**src/rtl/mii_rx_pkg.sv**
```systemverilog
package mii_rx_pkg;
  localparam int NIB_W  = 4;
  localparam int BYTE_W = 2 * NIB_W;

  typedef logic [NIB_W-1:0]  nib_t;
  typedef logic [BYTE_W-1:0] byte_t;

  typedef struct packed {
    byte_t data;
    logic  first;
    logic  last;
    logic  rx_err;
    logic  odd;
  } rx_beat_t;
endpackage

```
**src/rtl/mii_sfd_hunt.sv**
```systemverilog
module mii_sfd_hunt
  import mii_rx_pkg::*;
#(
  parameter nib_t PRE_CODE = 4'h5,
  parameter nib_t SFD_CODE = 4'hD
) (
  input  logic clk,
  input  logic rst_n,
  input  logic dv,
  input  nib_t nib,
  output logic aligned
);
  logic saw_pre;

  always_ff @(posedge clk) begin
    if (!rst_n) begin
      aligned <= 1'b0;
      saw_pre <= 1'b0;
    end else if (!dv) begin
      aligned <= 1'b0;
      saw_pre <= 1'b0;
    end else if (!aligned) begin
      saw_pre <= (nib == PRE_CODE);
      if (saw_pre && nib == SFD_CODE) aligned <= 1'b1;
    end
  end
endmodule

```
**src/rtl/mii_nib_packer.sv**
```systemverilog
module mii_nib_packer
  import mii_rx_pkg::*;
(
  input  logic     clk,
  input  logic     rst_n,
  input  logic     dv,
  input  logic     er,
  input  logic     aligned,
  input  nib_t     nib,
  output logic     beat_vld,
  output rx_beat_t beat
);
  nib_t  lo_q;
  logic  half_q;
  byte_t pend_q;
  logic  pend_vld_q;
  logic  pend_first_q;
  logic  first_next_q;
  logic  err_seen_q;
  byte_t joined;

  assign joined = {nib, lo_q};

  always_ff @(posedge clk) begin
    if (!rst_n) begin
      lo_q         <= '0;
      half_q       <= 1'b0;
      pend_q       <= '0;
      pend_vld_q   <= 1'b0;
      pend_first_q <= 1'b0;
      first_next_q <= 1'b1;
      err_seen_q   <= 1'b0;
      beat_vld     <= 1'b0;
      beat         <= '0;
    end else begin
      beat_vld <= 1'b0;
      if (dv) begin
        err_seen_q <= err_seen_q | er;
        if (aligned) begin
          if (!half_q) begin
            lo_q   <= nib;
            half_q <= 1'b1;
          end else begin
            half_q       <= 1'b0;
            pend_q       <= joined;
            pend_vld_q   <= 1'b1;
            pend_first_q <= first_next_q;
            first_next_q <= 1'b0;
            if (pend_vld_q) begin
              beat_vld <= 1'b1;
              beat     <= '{data: pend_q, first: pend_first_q,
                            last: 1'b0, rx_err: 1'b0, odd: 1'b0};
            end
          end
        end
      end else begin
        if (pend_vld_q) begin
          beat_vld <= 1'b1;
          beat     <= '{data: pend_q, first: pend_first_q,
                        last: 1'b1, rx_err: err_seen_q, odd: half_q};
        end
        pend_vld_q   <= 1'b0;
        half_q       <= 1'b0;
        err_seen_q   <= 1'b0;
        first_next_q <= 1'b1;
      end
    end
  end
endmodule

```
**src/rtl/mii_oob_decode.sv**
```systemverilog
module mii_oob_decode
  import mii_rx_pkg::*;
#(
  parameter nib_t FC_CODE = 4'hE
) (
  input  logic clk,
  input  logic rst_n,
  input  logic dv,
  input  logic er,
  input  nib_t nib,
  output logic stb,
  output nib_t code,
  output logic false_carrier
);
  always_ff @(posedge clk) begin
    if (!rst_n) begin
      stb           <= 1'b0;
      code          <= '0;
      false_carrier <= 1'b0;
    end else begin
      stb           <= 1'b0;
      false_carrier <= 1'b0;
      if (!dv && er) begin
        stb           <= 1'b1;
        code          <= nib;
        false_carrier <= (nib == FC_CODE);
      end
    end
  end
endmodule

```
**src/rtl/mii_rx_deser.sv**
```systemverilog
module mii_rx_deser
  import mii_rx_pkg::*;
#(
  parameter nib_t PRE_CODE = 4'h5,
  parameter nib_t SFD_CODE = 4'hD,
  parameter nib_t FC_CODE  = 4'hE
) (
  input  logic              clk_rx,
  input  logic              rst_n,
  input  logic              rx_dv,
  input  logic              rx_er,
  input  logic [NIB_W-1:0]  rx_nib,
  output logic              byte_valid,
  output logic [BYTE_W-1:0] byte_data,
  output logic              byte_first,
  output logic              byte_last,
  output logic              byte_rxerr,
  output logic              byte_odd,
  output logic              oob_stb,
  output logic [NIB_W-1:0]  oob_code,
  output logic              oob_false_carrier
);
  logic     aligned;
  logic     beat_vld;
  rx_beat_t beat;

  mii_sfd_hunt #(.PRE_CODE(PRE_CODE), .SFD_CODE(SFD_CODE)) hunt_i (
    .clk(clk_rx), .rst_n(rst_n), .dv(rx_dv), .nib(rx_nib), .aligned(aligned)
  );

  mii_nib_packer pack_i (
    .clk(clk_rx), .rst_n(rst_n), .dv(rx_dv), .er(rx_er), .aligned(aligned),
    .nib(rx_nib), .beat_vld(beat_vld), .beat(beat)
  );

  mii_oob_decode #(.FC_CODE(FC_CODE)) oob_i (
    .clk(clk_rx), .rst_n(rst_n), .dv(rx_dv), .er(rx_er), .nib(rx_nib),
    .stb(oob_stb), .code(oob_code), .false_carrier(oob_false_carrier)
  );

  assign byte_valid = beat_vld;
  assign byte_data  = beat.data;
  assign byte_first = beat_vld & beat.first;
  assign byte_last  = beat_vld & beat.last;
  assign byte_rxerr = beat_vld & beat.rx_err;
  assign byte_odd   = beat_vld & beat.odd;
endmodule

```
**config.mk**
```make
export PLATFORM = sky130hd
export DESIGN_NAME = mii_rx_deser
export DESIGN_NICKNAME = d
export VERILOG_FILES = /design/src/rtl/mii_rx_pkg.sv /design/src/rtl/mii_sfd_hunt.sv /design/src/rtl/mii_nib_packer.sv /design/src/rtl/mii_oob_decode.sv /design/src/rtl/mii_rx_deser.sv
export SDC_FILE = /design/constraint.sdc
export NUM_CORES = 1
export LEC_CHECK = 0
export BUFFER_PORTS_ARGS = -buffer_cell sky130_fd_sc_hd__buf_2
export CORE_MARGIN = 5
export CORE_UTILIZATION = 35
export DETAILED_ROUTE_END_ITERATION = 16
export PLACE_DENSITY_LB_ADDON = 0.25
export SYNTH_ARGS = -nofsm -noshare
export SYNTH_HDL_FRONTEND = slang
export SYNTH_SLANG_ARGS = --single-unit
export TNS_END_PERCENT = 10
```
**constraint.sdc**
```tcl
create_clock -name clk_rx -period 2.85 [get_ports clk_rx]
set_input_delay 0.1425 -clock clk_rx [delete_from_list [all_inputs] [get_ports clk_rx]]
set_output_delay 0.1425 -clock clk_rx [all_outputs]
set_load 0.03 [all_outputs]
```
==> flow_summary_export.csv, run 1 <==
group,metric,value,unit
status,status,"finished, final reports clean",
global_route,antenna_found_initial,0,
sta,tightest_slew,0.619,ns
sta,rsz0062_at_grt,"no",
critical_path,r2r_cells,3,
hold_path,min_from,"rx_er",
drt,via_count,1074,
sta,slew_violations,0,
critical_path,cp.depth,3,
floorplan,dieHeight,77.5,microns
yosys,synthCells,167,
cells_and_area,layout_common_cells,"40 x nand2_1, 38 x dfxtp_1, 26 x buf_2",
critical_path,setup.worst_path.start_class,"flip-flop",
sta,hold_viol_final,0,
drt,via_per_inst,4.57,
clock_tree,ctsResizeCount,0,
yosys,seq_area_frac_synth,47.7,%
drt,drt-wirelength-per-cell,11.8,microns
placed_design,placed_area,0.00165,sq mm
clock_tree,postCtsHoldBufs,0,
clock_tree,cts_tree,"done",
pwr,p_per_area,548,mW/mm^2
cells_and_area,instances_no_fill,235,
global_route,grt_start_max_net_pins,43,
critical_path,r2r_slack,1.41,ns
critical_path,r2r_end,"pack_i.beat[5]",
drt,drc,0,
cells_and_area,drive_above_1_share,20.8,%
critical_path,r2r-start,"hunt_i.aligned",
clock_tree,numCtsBuffers,5,
critical_path,critPathBufInv,0,
sta,setup-violations-final,0,
clock_tree,cts_buffer_depth,2,
critical_path,crit_type,"flip-flop to flip-flop",
drt,drt_first_pass_iters,4,
flow_run,cap_violations,0,
yosys,ys.flop_type,"dfxtp_1",
pwr,p_leak,0.722,nW
sta,relSlewSlack,58.8,%
clock_tree,cts_max_level,2,
yosys,synth_warnings,0,
yosys,ys_types,28,
floorplan,rows,24,
cells_and_area,stdcell_area,0.00174,sq mm
critical_path,cp_max_fo,11,
clock_tree,path_clk_slew,0.07,ns
sta,clock_skew,0.00800,ns
floorplan,die_w,77.5,microns
placed_design,routabilityCongestion,0.705,
drt,wirelength,2780,microns
sta,whs,0.0874,ns
critical_path,cp-startpoint,"hunt_i.aligned",
critical_path,cp-end-kind,"flip-flop",
pwr,power,0.953,mW
yosys,ys_ff_latch,38,
sta,max_freq,697,MHz
cells_and_area,nets,190,
clock_tree,clkLatencyLatePin,0.29,ns
drt,antenna_left,0,
floorplan,pin_count,27,
critical_path,worstPathArrival,1.66,ns
critical_path,crit_path_max_incr_delay,0.59,ns
critical_path,required,3.07,ns
global_route,grt_overflow_total,0,
placed_design,dp.cells,227,
hold_path,min_path_type,"input port to flip-flop",
placed_design,numPortBuffers,26,
pwr,irDropWorstVdd,0.000315,V
sta,period_minus_slack,1.44,ns
global_route,first_global_vias,1081,
sta,timing.setup.tns,0,ns
floorplan,floorplan.initialDensity,36.4,%
yosys,syn_nets,175,
yosys,synth_edf_count,0,
sta,fin_crit_sh,50.4,%
cells_and_area,diodes,0,
drt,drtIter0Drc,69,
clock_tree,cts-root-buf,"clkbuf_8",
floorplan,die_area,0.00600,sq mm
critical_path,cp_slowest_cell,"dfxtp_1",
critical_path,cp-endpoint,"pack_i.beat[5]",
yosys,netlist_area,0.00159,sq mm
global_route,grt_pass1_wl,4820,microns
yosys,async_reset_ff_share,0,%
global_route,grt_use_total,10.1,%
clock_tree,cts_setup_buffers,0,
clock_tree,clock-sinks,38,
cells_and_area,area_growth_syn_to_layout,9.11,%
cells_and_area,fillerInstances,481,
placed_design,hpwlAfterDp,2020,microns
yosys,avgSynthCellArea,9.55,sq um
critical_path,cp_top_family,"flip-flops",
critical_path,cp_cell_sequence,"nand2_4, a21oi_4, mux2i_1",
cells_and_area,layout_commonest_cell,"nand2_1",
floorplan,core_area,0.00438,sq mm
synth_stat cells, types with 2 or more instances:
cell | n | area share [%]
a21oi_1 | 3 | 0.94
nand2_1 | 40 | 9.4
buf_6 | 3 | 2.1
a21boi_1 | 10 | 4.7
o21ai_0 | 2 | 0.63
nand3_1 | 3 | 0.94
mux2i_1 | 17 | 11
buf_2 | 2 | 0.63
nor2_1 | 5 | 1.2
nor2b_1 | 13 | 5.1
dfxtp_1 | 38 | 48
buf_4 | 10 | 4.7
clkbuf_1 | 2 | 0.47
and2_1 | 5 | 2.0
sequential cells by signal, summed over array words and instances, names as in the netlist:
name,count
oob_i.code,4
oob_i.false_carrier,1
pack_i.pend_vld_q,1
oob_i.stb,1
pack_i.err_seen_q,1
pack_i.pend_q,8
pack_i.lo_q,4
pack_i.beat_vld,1
hunt_i.saw_pre,1
hunt_i.aligned,1
pack_i.pend_first_q,1
pack_i.first_next_q,1
pack_i.half_q,1
pack_i.beat,12
layout make-up:
type                            count  area (sq um)  share of cell area, %
Sequential cell                    38           761                   43.7
Clock inverter                      1          5.00                  0.288
Tap cell                           52          65.1                   3.74
Timing Repair Buffer               26           130                   7.48
Multi-Input combinational cell    110           688                   39.6
Inverter                            1          3.75                  0.216
Clock buffer                        7          86.3                   4.96
worst min path at each step:
stage	to	depth (start not counted)
4_1_cts	pack_i.err_seen_q	3
5_1_grt	pack_i.err_seen_q	3
3_5_place_dp	pack_i.err_seen_q	3
6_report	pack_i.err_seen_q	3
2_1_floorplan	pack_i.err_seen_q	2
3_3_place_gp	pack_i.err_seen_q	3
per-layer routing:
metal	track usage [%]	part of all wire, %	up-vias
met5	0	0	-
met4	5.15	2.2	0
met3	4.05	6.6	6
met2	16.2	45	24
met1	11.8	46	483
li1	-	-	561
per-stage QoR:
| stage | utilization, % | setup slack, ns |
|---|---|---|
| floorplan | - | 1.80 |
| global placement | 37.6 | 1.50 |
| detailed placement | 37.6 | 1.41 |
| CTS | 39.7 | 1.40 |
| global route | 39.7 | 1.28 |
| finish | 39.7 | 1.41 |
worst register-to-register path, delay by kind of cell (launching register included):
family          cells  cell delay [ns]
compound gates      1             0.42
mux                 1             0.25
simple gates        1             0.11
flops               1             0.59
report_power, final:
group          switching (mW)  leakage, nW  internal [mW]
logic                  0.0291        0.367         0.0167
registers             0.00195        0.307          0.535
clock network           0.175       0.0482          0.195
total                   0.206        0.722          0.747
logic make-up (layout without fill, tap and decap cells):
logic type                after synthesis  after routing  share of synthesized area [%]
muxes                                  17             17                           10.7
buffers and inverters                  19             35                           9.10
DFF                                    38             38                           47.7
and+or+nand+nor                        73             73                           23.5
AOI/OAI and AO/OA                      19             19                           8.48
xor gates and xnor gates                1              1                          0.550
Power figures use the tool's default switching activity.
==> run 2: changes to the inputs <==
==> constraint.sdc (replaced) <==
create_clock -name clk_rx -period 1.2 [get_ports clk_rx]
set_input_delay 0.06 -clock clk_rx [delete_from_list [all_inputs] [get_ports clk_rx]]
set_output_delay 0.06 -clock clk_rx [all_outputs]
set_load 0.03 [all_outputs]
==> flow_summary_export.csv, run 2 (synthesis results as in run 1) <==
group,metric,value,unit
status,status,"finished, final reports clean",
drt,antenna_left,0,
pwr,power,2.19,mW
floorplan,die_w,77.5,microns
drt,drc,0,
clock_tree,cts-root-buf,"clkbuf_8",
critical_path,cp_max_fo,7,
cells_and_area,multi_input_area,694,sq um
critical_path,cp_top_family,"flip-flops",
cells_and_area,largest_reg_flops,12,
critical_path,critPathBufInv,1,
critical_path,cp-startpoint,"pack_i.half_q",
cells_and_area,nets,194,
placed_design,numPortBuffers,26,
placed_design,placed_area,0.00170,sq mm
sta,timing.setup.tns,0,ns
floorplan,pin_count,27,
drt,via_count,1104,
clock_tree,cts_setup_buffers,0,
placed_design,routabilityCongestion,0.750,
floorplan,core_area,0.00438,sq mm
global_route,grt_overflow_total,0,
sta,relSlewSlack,83.6,%
global_route,grt_use_total,10.3,%
global_route,antenna_found_initial,0,
pwr,swShare,21.8,%
sta,max_freq,894,MHz
critical_path,cp_cell_sequence,"buf_4, nand3b_4, mux2i_1, nor2b_1",
clock_tree,cts_max_level,2,
placed_design,hpwlAfterDp,2180,microns
clock_tree,path_clk_slew,0.07,ns
clock_tree,clock-sinks,38,
clock_tree,ctsResizeCount,4,
drt,wirelength,2930,microns
drt,drt_first_pass_iters,4,
floorplan,dieHeight,77.5,microns
sta,clock_skew,0.00514,ns
critical_path,crit_path_max_incr_delay,0.41,ns
global_route,first_global_vias,1101,
critical_path,r2r_end,"pack_i.lo_q[2]",
sta,whs,0.0141,ns
clock_tree,cts_tree,"done",
critical_path,crit_type,"flip-flop to flip-flop",
pwr,irDropWorstVdd,0.000654,V
floorplan,die_area,0.00600,sq mm
clock_tree,postCtsHoldBufs,0,
flow_run,cap_violations,0,
sta,rsz0062_at_grt,"no",
cells_and_area,seq_area,763,sq um
pwr,p_leak,0.741,nW
critical_path,setup.worst_path.start_class,"flip-flop",
cells_and_area,drive_above_1_share,23.7,%
cells_and_area,layout_common_cells,"40 x nand2_1, 36 x dfxtp_1, 26 x buf_2",
cells_and_area,largest-register,"pack_i.beat",
critical_path,cp-endpoint,"pack_i.lo_q[2]",
critical_path,r2r-start,"pack_i.half_q",
critical_path,cp_slowest_cell,"dfxtp_2",
pwr,power_frac_comb,5.3,%
cells_and_area,area_growth_syn_to_layout,12.2,%
floorplan,floorplan.initialDensity,36.4,%
cells_and_area,layout_commonest_cell,"nand2_1",
cells_and_area,top_regs,"pack_i.beat (12), pack_i.pend_q (8)",
sta,tightest_slew,0.246,ns
drt,via_per_inst,4.64,
clock_tree,clkLatencyLatePin,0.28,ns
sta,slew_violations,0,
cells_and_area,stdcell_area,0.00179,sq mm
cells_and_area,diodes,0,
pwr,p_seq_share,58.1,%
pwr,pwr-share-clk,36.5,%
cells_and_area,post-route-util,40.8,%
critical_path,required,1.37,ns
drt,drtIter0Drc,40,
sta,fin_crit_sh,93.2,%
global_route,grt_pass1_wl,5020,microns
critical_path,r2r_cells,4,
pwr,p_per_area,1230,mW/mm^2
hold_path,min_path_type,"input port to flip-flop",
cells_and_area,fillerInstances,453,
pwr,p_int,1.72,mW
clock_tree,cts_buffer_depth,2,
critical_path,cp.depth,4,
sta,hold_viol_final,0,
floorplan,rows,24,
clock_tree,numCtsBuffers,5,
critical_path,worstPathArrival,1.29,ns
critical_path,cp-end-kind,"flip-flop",
drt,drt-wirelength-per-cell,12.3,microns
sta,period_minus_slack,1.12,ns
global_route,grt_start_max_net_pins,37,
pwr,power.switching,0.478,mW
sta,setup-violations-final,0,
critical_path,r2r_slack,0.08,ns
run 2: cell types whose count changed in the layout (fill, tap and decap cells not counted), sizes merged:
cell / delta
buf: +4
clkinv: -1
run 2: power groups by stage:
| stage | Clock [mW] | Sequential [mW] | Combinational [mW] |
|---|---|---|---|
| after global routing | 0.896 | 1.28 | 0.127 |
| after global placement | 0 | 1.30 | 0.116 |
| after floorplan | 0 | 1.32 | 0.0630 |
| after detailed placement | 0 | 1.30 | 0.119 |
| final | 0.801 | 1.28 | 0.117 |
| after CTS | 0.844 | 1.28 | 0.119 |
run 2: worst min path at each step:
stage	start	endpoint	slack, ns	cells past startpoint
finish	rx_er	pack_i.err_seen_q	0.01	3
global route	rx_er	pack_i.err_seen_q	0.06	3
CTS	rx_er	pack_i.err_seen_q	0.007	3
detailed placement	rx_er	pack_i.err_seen_q	0.30	3
global placement	rx_er	pack_i.err_seen_q	0.29	3
floorplan	rx_er	pack_i.err_seen_q	0.18	2
run 2: stage by stage:
stage	cells	setup WS, ns
floorplan	167	0.148
global placement	231	-0.0127
detailed placement	231	-0.123
CTS	238	0.0723
global route	238	0.00702
finish	238	0.0811
run 2: final cells by class:
class / count / area share [%]
Clock buffer: 7 / 4.27
Inverter: 1 / 0.210
Multi-Input combinational cell: 110 / 38.8
Sequential cell: 38 / 42.7
Tap cell: 52 / 3.64
Timing Repair Buffer: 30 / 10.4
run 2: tightest hold or removal path: cells and delay by family:
kind / cells / cell delay (ns)
buffers and inverters: 1 / 0.09
and+or+nand+nor: 2 / 0.11
run 2: layer usage:
| metal | wire length [microns] | part of all wire, % | vias up | global-route usage (%) |
|---|---|---|---|---|
| li1 | - | - | 568 | - |
| met1 | 1390 | 47 | 508 | 12.1 |
| met2 | 1330 | 45 | 22 | 16.5 |
| met3 | 156 | 5.3 | 6 | 4.28 |
| met4 | 53 | 1.8 | 0 | 4.64 |
| met5 | 0 | 0 | - | 0 |
==> run 3: changes to the inputs <==
--- a/config.mk
+++ b/config.mk
@@ -5,10 +5,12 @@
 export SDC_FILE = /design/constraint.sdc
 export NUM_CORES = 1
 export LEC_CHECK = 0
+export ABC_AREA = 1
 export BUFFER_PORTS_ARGS = -buffer_cell sky130_fd_sc_hd__buf_2
 export CORE_MARGIN = 5
 export CORE_UTILIZATION = 35
 export DETAILED_ROUTE_END_ITERATION = 16
+export HOLD_SLACK_MARGIN = 0.15
 export PLACE_DENSITY_LB_ADDON = 0.25
 export SYNTH_ARGS = -nofsm -noshare
 export SYNTH_HDL_FRONTEND = slang
==> flow_summary_export.csv, run 3 <==
group,metric,value,unit
global_route,antenna_found_initial,0,
sta,relSlewSlack,72.2,%
sta,rsz0062_at_grt,"no",
floorplan,die_w,76.4,microns
drt,drt_first_pass_iters,4,
placed_design,routabilityCongestion,0.759,
clock_tree,numCtsBuffers,5,
floorplan,core_area,0.00432,sq mm
sta,setup-violations-final,0,
yosys,netlist.area_leader.share,49.4,%
cells_and_area,drive_above_1_share,19.7,%
floorplan,floorplan.initialDensity,35.6,%
yosys,seq_area_frac_synth,49.4,%
pwr,p_int,1.94,mW
global_route,grt_start_max_net_pins,24,
pwr,p_per_area,1330,mW/mm^2
drt,antenna_left,0,
cells_and_area,area_growth_syn_to_layout,19.1,%
cells_and_area,post-route-util,42.4,%
yosys,yosys.area.top_type,"dfxtp_1",
drt,wirelength,2990,microns
cells_and_area,diodes,0,
placed_design,hpwlAfterDp,2040,microns
drt,via_count,1230,
yosys,ys_types,19,
hold_path,min_path_type,"input port to flip-flop",
clock_tree,cts_setup_buffers,0,
cells_and_area,layout_commonest_cell,"nor2_1",
cells_and_area,layout_common_cells,"51 x nor2_1, 36 x dfxtp_1, 26 x buf_2",
yosys,synth_warnings,0,
placed_design,numPortBuffers,26,
yosys,synthTopCellsByCount,"51 x nor2_1, 38 x dfxtp_1, 25 x nand2_1",
clock_tree,cts_tree,"done",
clock_tree,cts_buffer_depth,2,
clock_tree,cts-root-buf,"clkbuf_8",
yosys,syn_nets,213,
critical_path,worstPathArrival,1.26,ns
yosys,synthCells,205,
critical_path,required,1.38,ns
pwr,power,2.45,mW
drt,drt-wirelength-per-cell,10.5,microns
yosys,yosysMostFrequentCell,"nor2_1",
yosys,ys.flop_type,"dfxtp_1",
global_route,grt_overflow_total,0,
sta,clock_skew,0.00136,ns
sta,hold_viol_final,0,
global_route,grt_use_total,11.0,%
placed_design,dp.cells,270,
status,status,"finished, final reports clean",
pwr,power_frac_comb,5.0,%
critical_path,cp_top_family,"flip-flops",
clock_tree,path_clk_slew,0.07,ns
pwr,pwr-share-clk,42.8,%
pwr,p_seq_share,52.1,%
critical_path,crit_path_max_incr_delay,0.38,ns
global_route,first_global_vias,1129,
cells_and_area,nets,240,
pwr,p_leak,0.949,nW
sta,max_freq,928,MHz
sta,timing.setup.tns,0,ns
flow_run,cap_violations,0,
pwr,irDropWorstVdd,0.000575,V
yosys,netlist_top_cells_area,"dfxtp_1 49%, nor2_1 12%, nand2_1 6.1%",
yosys,synth_edf_count,0,
critical_path,crit_type,"flip-flop to flip-flop",
sta,fin_crit_sh,89.8,%
cells_and_area,largest-register,"pack_i.beat",
cells_and_area,largest_reg_flops,12,
yosys,netlist_area,0.00154,sq mm
critical_path,critPathBufInv,0,
floorplan,die_area,0.00583,sq mm
global_route,grt_pass1_wl,5220,microns
pwr,power.switching,0.512,mW
sta,tightest_slew,0.416,ns
drt,drc,0,
cells_and_area,instances_no_fill,285,
yosys,ys_ff_latch,38,
drt,via_per_inst,4.32,
floorplan,pin_count,27,
clock_tree,clock-sinks,38,
clock_tree,cts_max_level,2,
critical_path,cp_cell_sequence,"nand2_2, a21oi_1, nor2_1",
critical_path,cp_slowest_cell,"dfxtp_1",
drt,drtIter0Drc,86,
yosys,avgSynthCellArea,7.52,sq um
critical_path,setup.worst_path.start_class,"flip-flop",
clock_tree,clkLatencyLatePin,0.29,ns
sta,whs,0.237,ns
sta,slew_violations,0,
sta,period_minus_slack,1.08,ns
pwr,swShare,20.9,%
floorplan,dieHeight,76.4,microns
cells_and_area,top_regs,"pack_i.beat (12), pack_i.pend_q (8)",
floorplan,rows,24,
yosys,async_reset_ff_share,0,%
critical_path,cp_max_fo,23,
critical_path,cp-end-kind,"flip-flop",
## run 3: cell families after synthesis
| kind of cell | Yosys count | share of synthesized area (%) |
|---|---|---|
| buffers and inverters | 39 | 13.0 |
| AOI/OAI and AO/OA | 33 | 10.7 |
| DFF | 38 | 49.4 |
| and+or+nand+nor | 95 | 26.9 |
## run 3: per-stage QoR
stage / area (sq um) / setup WS (ns)
CTS: 1830 / 0.0685
global placement: 1660 / 0.0965
global route: 1840 / 0.00367
detailed placement: 1660 / 0.0828
floorplan: 1540 / 0.222
finish: 1840 / 0.122
## run 3: final cells by class
class,instances,area [sq um]
clock inverter,1,30.0
tap,52,65.1
inverter,24,92.6
multi-input combinational,128,581
clock buffer,7,76.3
sequential,38,763
timing repair buffer,35,228
fill,440,2490
## run 3: worst register-to-register path: cells and delay by family, from the launching register on
kind	cells	cell delay [ns]
flip-flops	1	0.38
AND/OR/NAND/NOR	2	0.33
AO/OA/AOI/OAI	1	0.25
## run 3: power by group through the flow
stage | logic [mW] | clock network, mW | registers (mW)
floorplan | 0.0430 | 0 | 1.33
global placement | 0.106 | 0 | 1.31
detailed placement | 0.107 | 0 | 1.31
CTS | 0.124 | 1.09 | 1.28
global route | 0.135 | 1.14 | 1.28
finish | 0.123 | 1.05 | 1.28
## run 3: per-layer routing
metal  part of all wire, %  up-vias  GRT usage [%]
li1                      -      688              -
met1                    51      517           14.5
met2                    42       19           15.8
met3                   4.4        6           4.37
met4                   2.3        0           5.24
met5                     0        -              0
## run 3: path summary, 6_finish.rpt
| kind | from | depth (start not counted) | slack [ns] | end |
|---|---|---|---|---|
| min | rx_dv | 4 | 0.24 | oob_i.stb |
| min reg2reg | pack_i.first_next_q | 2 | 0.45 | pack_i.first_next_q |
| max | pack_i.pend_vld_q | 3 | 0.12 | pack_i.beat[7] |
| max reg2reg | pack_i.pend_vld_q | 3 | 0.12 | pack_i.beat[7] |
## run 3: what timing repair did
action,in CTS,in global routing
hold buffers,7,0
resized for setup,0,2
hold endpoints to repair,18,0
setup endpoints to repair,0,8
